## src/rtl/slot_decoder.sv

```systemverilog
module slot_decoder #(
  parameter int NSLOT         = 4,
  parameter int ADDR_W        = 25,
  parameter int REG_SLOT_LSB  = 8,
  parameter int HMEM_SLOT_LSB = 23,
  parameter int BMEM_SLOT_LSB = 22,
  parameter int IO_OFF_W      = 7,
  parameter int ID_OFF_W      = 6,
  parameter int NBE           = 3,
  parameter logic [7:0] CFG_BASE = 8'h2B,
  parameter int CFG_STEP      = 4
) (
  input  logic                  clk,
  input  logic                  rst_n,
  input  logic                  req_valid,
  input  logic [1:0]            req_win,
  input  logic                  req_write,
  input  logic                  req_size,
  input  logic [ADDR_W-1:0]     req_addr,
  input  logic [15:0]           req_wdata,
  input  logic [NSLOT-1:0]      slot_present,
  input  logic [16*NSLOT-1:0]   slot_rdata,
  input  logic [15:0]           ctl_rdata,
  input  logic                  cfg_we,
  input  logic [7:0]            cfg_addr,
  input  logic [7:0]            cfg_wdata,
  output logic [7:0]            cfg_rdata,
  output logic [NSLOT-1:0]      io_stb,
  output logic [NSLOT-1:0]      id_stb,
  output logic [NSLOT-1:0]      int_stb,
  output logic [NSLOT-1:0]      mem_stb,
  output logic [NSLOT-1:0]      bmem_stb,
  output logic                  ctl_stb,
  output logic                  dev_write,
  output logic                  dev_size,
  output logic [HMEM_SLOT_LSB-1:0] dev_offset,
  output logic [15:0]           dev_wdata,
  output logic                  rsp_valid,
  output logic [15:0]           rsp_rdata
);
  localparam int SW    = (NSLOT > 1) ? $clog2(NSLOT) : 1;
  localparam int OFF_W = HMEM_SLOT_LSB;
  localparam logic [1:0] W_CTL = 2'd0, W_REG = 2'd1, W_HMEM = 2'd2, W_BMEM = 2'd3;

  logic [NBE-1:0] be_q;

  genvar w;
  generate
    for (w = 0; w < NBE; w++) begin : g_be
      always_ff @(posedge clk or negedge rst_n)
        if (!rst_n) be_q[w] <= 1'b0;
        else if (cfg_we && cfg_addr == CFG_BASE + 8'(w * CFG_STEP)) be_q[w] <= cfg_wdata[0];
    end
  endgenerate

  always_comb begin
    cfg_rdata = '0;
    for (int i = 0; i < NBE; i++)
      if (cfg_addr == CFG_BASE + 8'(i * CFG_STEP)) cfg_rdata[0] = be_q[i];
  end

  logic be_win, size_ok, swap, slot_ok, hit;
  logic [ADDR_W-1:0] a_adj, slot_full;
  logic [1:0] space;
  logic [OFF_W-1:0] off;
  logic [NSLOT-1:0] onehot;

  assign be_win  = (32'(req_win) < NBE) ? be_q[SW'(req_win)] : 1'b0;
  assign swap    = be_win && req_size;
  assign a_adj   = (be_win && !req_size) ? (req_addr ^ ADDR_W'(1)) : req_addr;
  assign space   = a_adj[REG_SLOT_LSB-1 -: 2];

  always_comb begin
    case (req_win)
      W_CTL:   size_ok = req_size;
      W_BMEM:  size_ok = !req_size;
      default: size_ok = 1'b1;
    endcase
    case (req_win)
      W_REG:   slot_full = a_adj >> REG_SLOT_LSB;
      W_HMEM:  slot_full = a_adj >> HMEM_SLOT_LSB;
      W_BMEM:  slot_full = a_adj >> BMEM_SLOT_LSB;
      default: slot_full = '0;
    endcase
    case (req_win)
      W_CTL:   off = OFF_W'(a_adj[REG_SLOT_LSB-1:0]);
      W_REG:   off = (space[1]) ? OFF_W'(a_adj[ID_OFF_W-1:0]) : OFF_W'(a_adj[IO_OFF_W-1:0]);
      W_HMEM:  off = OFF_W'(a_adj[HMEM_SLOT_LSB-1:0]);
      default: off = OFF_W'(a_adj[BMEM_SLOT_LSB-1:0]);
    endcase
  end

  assign slot_ok = (slot_full < ADDR_W'(NSLOT)) && slot_present[slot_full[SW-1:0]];
  assign hit     = req_valid && size_ok && (req_win == W_CTL || slot_ok);
  assign onehot  = (hit && req_win != W_CTL) ? (NSLOT'(1) << slot_full[SW-1:0]) : '0;

  logic rd_q, hit_q, ctl_q, swap_q;
  logic [SW-1:0] slot_q;

  always_ff @(posedge clk or negedge rst_n) begin
    if (!rst_n) begin
      io_stb <= '0; id_stb <= '0; int_stb <= '0; mem_stb <= '0; bmem_stb <= '0;
      ctl_stb <= 1'b0; dev_write <= 1'b0; dev_size <= 1'b0; dev_offset <= '0; dev_wdata <= '0;
      rd_q <= 1'b0; hit_q <= 1'b0; ctl_q <= 1'b0; swap_q <= 1'b0; slot_q <= '0;
    end else begin
      io_stb   <= (req_win == W_REG && !space[1]) ? onehot : '0;
      id_stb   <= (req_win == W_REG && space == 2'd2) ? onehot : '0;
      int_stb  <= (req_win == W_REG && space == 2'd3) ? onehot : '0;
      mem_stb  <= (req_win == W_HMEM) ? onehot : '0;
      bmem_stb <= (req_win == W_BMEM) ? onehot : '0;
      ctl_stb  <= hit && req_win == W_CTL;
      rd_q     <= req_valid && !req_write;
      if (req_valid) begin
        dev_write  <= req_write;
        dev_size   <= req_size;
        dev_offset <= off;
        dev_wdata  <= swap ? {req_wdata[7:0], req_wdata[15:8]} : req_wdata;
        hit_q      <= hit;
        ctl_q      <= req_win == W_CTL;
        swap_q     <= swap;
        slot_q     <= slot_full[SW-1:0];
      end
    end
  end

  logic [15:0] raw;
  assign raw       = !hit_q ? 16'h0 : ctl_q ? ctl_rdata : slot_rdata[16*slot_q +: 16];
  assign rsp_valid = rd_q;
  assign rsp_rdata = !rd_q ? 16'h0 : swap_q ? {raw[7:0], raw[15:8]} : raw;

  logic any_stb;
  assign any_stb = |{io_stb, id_stb, int_stb, mem_stb, bmem_stb, ctl_stb};

  a_r1_one_strobe: assert property (@(posedge clk) disable iff (!rst_n)
    $onehot0({io_stb, id_stb, int_stb, mem_stb, bmem_stb, ctl_stb}));
  a_r1_strobe_needs_req: assert property (@(posedge clk) disable iff (!rst_n)
    any_stb |-> $past(req_valid));
  a_r9_rsp_after_read: assert property (@(posedge clk) disable iff (!rst_n)
    (req_valid && !req_write) |=> rsp_valid);
  a_r9_no_rsp_after_write: assert property (@(posedge clk) disable iff (!rst_n)
    !(req_valid && !req_write) |=> !rsp_valid);
  a_r8_drop_reads_zero: assert property (@(posedge clk) disable iff (!rst_n)
    (rsp_valid && !any_stb) |-> rsp_rdata == 16'h0);
  a_r7_byte_window_half: assert property (@(posedge clk) disable iff (!rst_n)
    (req_valid && req_win == W_BMEM && req_size) |=> bmem_stb == '0);
  a_r7_ctl_byte: assert property (@(posedge clk) disable iff (!rst_n)
    (req_valid && req_win == W_CTL && !req_size) |=> !ctl_stb);
endmodule

```

## config.mk

```make
export PLATFORM = sky130hd
export DESIGN_NAME = slot_decoder
export DESIGN_NICKNAME = d
export VERILOG_FILES = /design/src/rtl/slot_decoder.sv
export SDC_FILE = /design/constraint.sdc
export NUM_CORES = 1
export LEC_CHECK = 0
export ABC_AREA = 1
export ABC_CLOCK_PERIOD_IN_PS = 1650
export CAP_MARGIN = 15
export CORE_AREA = 2 2 105 107
export CTS_BUF_LIST = sky130_fd_sc_hd__clkbuf_2 sky130_fd_sc_hd__clkbuf_4 sky130_fd_sc_hd__clkbuf_8
export CTS_CLUSTER_SIZE = 28
export DETAILED_ROUTE_END_ITERATION = 12
export DIE_AREA = 0 0 107 109
export PLACE_DENSITY_LB_ADDON = 0.05
export SLEW_MARGIN = 15
export SYNTH_ARGS = -nofsm -noshare
export SYNTH_HDL_FRONTEND = slang
export SYNTH_SLANG_ARGS = --single-unit
```

## constraint.sdc

```tcl
create_clock -name clk -period 1.65 [get_ports clk]
set_input_delay 0.33 -clock clk [delete_from_list [all_inputs] [get_ports clk]]
set_output_delay 0.33 -clock clk [all_outputs]
set_load 0.005 [all_outputs]
```

Yosys cells after proc, flatten, opt, wreduce, memory -nomap -nowiden. Index checks and enable logic that the tools add are counted.

Equality and inequality tests: 8. Mux-type cells: 24. Shift-type cells: 2. Bitwise gates (word level): 1. Order comparisons: 4. Reduce and logical (&&, ||, !) cells: 20.

Operators with widths (number): 16-bit two-way mux (5); 23-bit one-hot mux with 3 select lines (1); 64-bit by 7-bit indexed part select with 16-bit output (1); 17-bit one-hot mux with 3 select lines (1); 25-bit by 3-bit < comparator with 1-bit output (second input constant) (1); 8-bit by 6-bit == test with 1-bit output (second input constant) (3); 4-bit two-way mux (6); 1-bit logical AND (14); 2-bit == test (second input constant) (4); 1-bit two-way mux (7); 7-bit two-way mux (1); 2-bit by 3-bit < comparator with 1-bit output (second input constant) (2); 1-bit binary-select mux with 2-bit select (2); 1-bit by 2-bit left shift with 4-bit output (first input constant) (1); 1-bit logical NOT (3); 2-bit by 1-bit == test with 1-bit output (second input constant) (1); 2-bit logical NOT (1); 2-bit < comparator (second input constant) (1); 1-bit one-hot mux with 2 select lines (1); 2-bit nonzero test (1); 1-bit logical OR (1); 1-bit NOT (1).

Logic and storage cells: 77. Flip-flop bits (word level): 71. Output and inout bits: 87. Input bits: 149.

Depth between registers and ports, before layout.
Depth after elaboration: 10. Depth in mapped cells: 11. Depth with buffers taken out: 11.

Least setup slack after synthesis. No wires, ideal clock.

Path type: register -> output. Start point: register slot_q[0]. End point: output rsp_rdata[10]. Data required time: 1.320 ns. Data arrival time: 1.222 ns. Path slack: 0.098 ns. Buffers on the path: 2. Cell stages (with the launch flop): 10. Cell sequence: dfrtp_1 > buf_2 > inv_1 > buf_2 > nor2_1 > o211ai_1 > nand2_1 > nand2_1 > nand2_1 > nor2_1.

Cells in the longest elaborated chain, start to end: 5.

Ends and longest elaborated chain: from (decl) (line 98) `logic [SW-1:0] slot_q;`; from (signal assigned) (line 121) `slot_q <= slot_full[SW-1:0];`; 64-bit by 7-bit indexed part select with 16-bit output (line 127) `assign raw = !hit_q ? 16'h0 : ctl_q ? ctl_rdata : slot_rdata[16*slot_q +: 16];`; 16-bit two-way mux (2 in series) (line 127); 16-bit two-way mux (2 in series) (line 129) `assign rsp_rdata = !rd_q ? 16'h0 : swap_q ? {raw[7:0], raw[15:8]} : raw;`; to (decl) (line 39) `output logic [15:0] rsp_rdata`.

No other way between the ends.

Worst setup path after layout. Ends and elaborated chain as after synthesis.

==> flow_summary.yaml <==
synthesis:
  ys.flop_type: "dfrtp_1"
  synth_cells: 611
  synth_adder_area_share_pct: 1.52
  synth_xor_area_share_pct: 0
  synth.ff_latch_count: 71
  synth_edf_count: 0
  synth_top_family_by_area: "simple AND/OR/NAND/NOR gates"
  syn-cell-area_um2: 4130
  netlist-cell-type-count: 31
  synth-seq-area-share_pct: 43.1
  async_flop_share_pct: 100
  ys_warn_count: 0
  synth-compound-area-share_pct: 13.4
  postSynthAreaPerCell_um2: 6.75
  yosys-mux-area-fraction_pct: 0
  yosys.area_share.simple_pct: 34.7
floorplanning:
  ios: 236
  core_um2: 10600
  die_width_um: 107
  row_count: 38
  die_y_um: 109
  start_util_pct: 38.9
  die_area_um2: 11700
placement:
  dpl_cell_area_um2: 6780
  dp_hpwl_um: 11200
  dp_slack_ns: -0.732
  portBuffers: 221
  place.gp.congestion: 0.862
pwr:
  power_density_nw_per_um2: 694
  p_leak_nw: 3.44
  peakVddDrop_mv: 0.696
  p_total_w: 0.00531
global_route:
  grt_overflow: 0
  grt_pass1_wl_um: 25200
  grt_pass1_vias: 5205
  grt_util_all_layers_pct: 27.9
  grtUsageMet3_pct: 9.03
  grtUsageMet1_pct: 29.6
  grt.busiest_layer: "met2"
  grt_start_max_net_pins: 37
  grt_antenna_before_repair: 0
  use_met2_pct: 48.5
setup_path:
  r2r_setup_slack_ns: 0.28
  critPathKind: "register to output pin"
  reg2reg_depth: 6
  path_max_fanout: 7
  required_ns: 1.32
  critPathLaunchType: "register"
  cp.arrival_ns: 2.04
  setup.worst_path.end: "rsp_rdata[10]"
  r2r-start: "be_q[0]$_DFFE_PN0P_"
  cp-end-kind: "output pin"
  regToRegEndpoint: "dev_wdata[5]$_DFFE_PN0P_"
  cp-startpoint: "slot_q[0]$_DFFE_PN0P_"
route:
  wl_per_cell_um: 16.7
  vias: 5188
  postRouteWirelength_um: 17200
  drcViolationCount: 0
  vias_per_cell: 5.04
  detail-route-antenna-nets: 0
  drt_iter0_markers: 427
  drtPass1Iterations: 5
sta:
  slew_violations: 0
  setup_violations: 16
  fin_skew_ns: 0.00640
  hold_viol: 0
  fmax_ghz: 0.422
  finalCriticalPeriod_ns: 2.37
  rsz0062_at_grt: "yes"
  fin_crit_sh_pct: 144
  setup_ws_ns: -0.722
clock_network:
  clock_latency_ns: 0.35
  clk_pin_slew_ns: 0.07
  cts_root_buffer: "clkbuf_8"
  cts_tree: "done"
  cts_buffers: 9
  clock-sinks: 71
  ctsHoldBuffers: 0
  max-clock-path-buffers: 2
  htreeDepth: 3
cells_and_area:
  drive_above_1_share_pct: 23.0
  stdcell_area_um2: 7660
  area_delta_synth_final_pct: 85.6
  diodes: 0
  layout.nets: 1039
hold_path:
  worstHoldPathType: "primary input to async pin"
run_status:
  violations: "setup timing"
  status: "finished with violations"
flow_run:
  maxCapViolations: 0
[worst min path at each step]
stage | end | cells past startpoint
floorplan | be_q[0]$_DFFE_PN0P_ | 0
global placement | dev_write$_DFFE_PN0P_ | 2
detailed placement | dev_write$_DFFE_PN0P_ | 2
CTS | dev_write$_DFFE_PN0P_ | 2
global route | dev_write$_DFFE_PN0P_ | 2
finish | dev_write$_DFFE_PN0P_ | 2
[power by group]
group          total (W)  internal [W]  switching (W)
Clock            0.00145      0.000834       0.000614
Combinational    0.00194       0.00102       0.000917
Sequential       0.00193       0.00185      0.0000725
[repair_timing]
action / in CTS / in global routing
cloned: 5 / 0
gates resized for setup: 172 / 65
setup endpoints to repair: 59 / 38
setup buffers: 19 / 2
pin swaps: 72 / 39
[flip-flops by register name, summed over array words and instances (netlist names)]
signal and flops:
be_q 3, bmem_stb 4, ctl_q 1, ctl_stb 1
dev_offset 23, dev_size 1, dev_wdata 16, dev_write 1
hit_q 1, id_stb 4, int_stb 4, io_stb 4
mem_stb 4, rsp_valid 1, slot_q 2, swap_q 1
[cell usage after synthesis, types with 2 or more instances]
cell type / n / share of area (%)
o211ai_1: 8 / 1.5
nand3_1: 27 / 3.3
ha_1: 5 / 1.5
dfrtp_1: 71 / 43
o21ai_0: 55 / 6.7
nand2_2: 2 / 0.30
buf_2: 10 / 1.2
a21oi_2: 2 / 0.42
buf_1: 3 / 0.27
nor3_1: 2 / 0.24
clkbuf_1: 17 / 1.5
inv_1: 24 / 2.2
buf_4: 7 / 1.3
nor2_1: 177 / 16
nand2_1: 153 / 14
a21oi_1: 33 / 4.0
[per-stage QoR]
step | cells | hold WS, ns | setup TNS (ns) | util (%)
after CTS | 1028 | 0.0142 | -8.88 | 70.4
after global routing | 1030 | 0.0398 | -11.41 | 72.2
final | 1030 | 0.0109 | -9.98 | 72.2
after global placement | 988 | 0.390 | -35.39 | 64.0
after detailed placement | 988 | 0.398 | -38.66 | 64.0
after floorplan | 617 | 0.0344 | 0 | -
[layout make-up]
| cell class | count | area (um^2) |
|---|---|---|
| inverters | 27 | 106 |
| well taps | 140 | 175 |
| clock buffers | 13 | 173 |
| repair buffers | 296 | 2920 |
| flip-flops and latches | 71 | 1780 |
| clock inverters | 3 | 40.0 |
| fillers | 828 | 2950 |
| multi-input cells | 480 | 2460 |
[layout by cell type (no fill, tap or decap), types with 9 or more instances in the layout]
| cell | synthesis | final |
|---|---|---|
| inv_1 | 24 | 13 |
| nor2_4 | 0 | 24 |
| buf_12 | 0 | 9 |
| dfrtp_1 | 71 | 69 |
| clkbuf_8 | 0 | 12 |
| nor2_1 | 177 | 133 |
| buf_2 | 10 | 17 |
| o21ai_1 | 1 | 20 |
| buf_4 | 7 | 55 |
| nand2_1 | 153 | 146 |
| a21oi_1 | 33 | 33 |
| clkdlybuf4s50_1 | 0 | 192 |
| inv_2 | 1 | 11 |
| nand3_1 | 27 | 18 |
| o21ai_0 | 55 | 29 |
| nor2_2 | 1 | 21 |
[kinds of logic after synthesis]
kind of cell / Yosys count
fa+ha+maj: 5
compound gates: 103
flops: 71
other cells: 1
simple gates: 365
buf+inv: 66
[critical path, cell delays in order (launching register included)]
cell	delay, ns
dfrtp_2	0.44
buf_12	0.14
buf_4	0.15
nor2_4	0.05
nor2_1	0.12
o21ai_1	0.13
o211ai_1	0.15
nand2_1	0.13
nand2_1	0.08
nand2_1	0.06
nor2_2	0.11
buf_2	0.12
[per-layer routing]
layer / up-vias / share of wire (%)
li1: 2480 / -
met1: 2367 / 36
met2: 270 / 48
met3: 71 / 9.4
met4: 0 / 6.7
met5: - / 0
(Power assumes the default switching activity.)
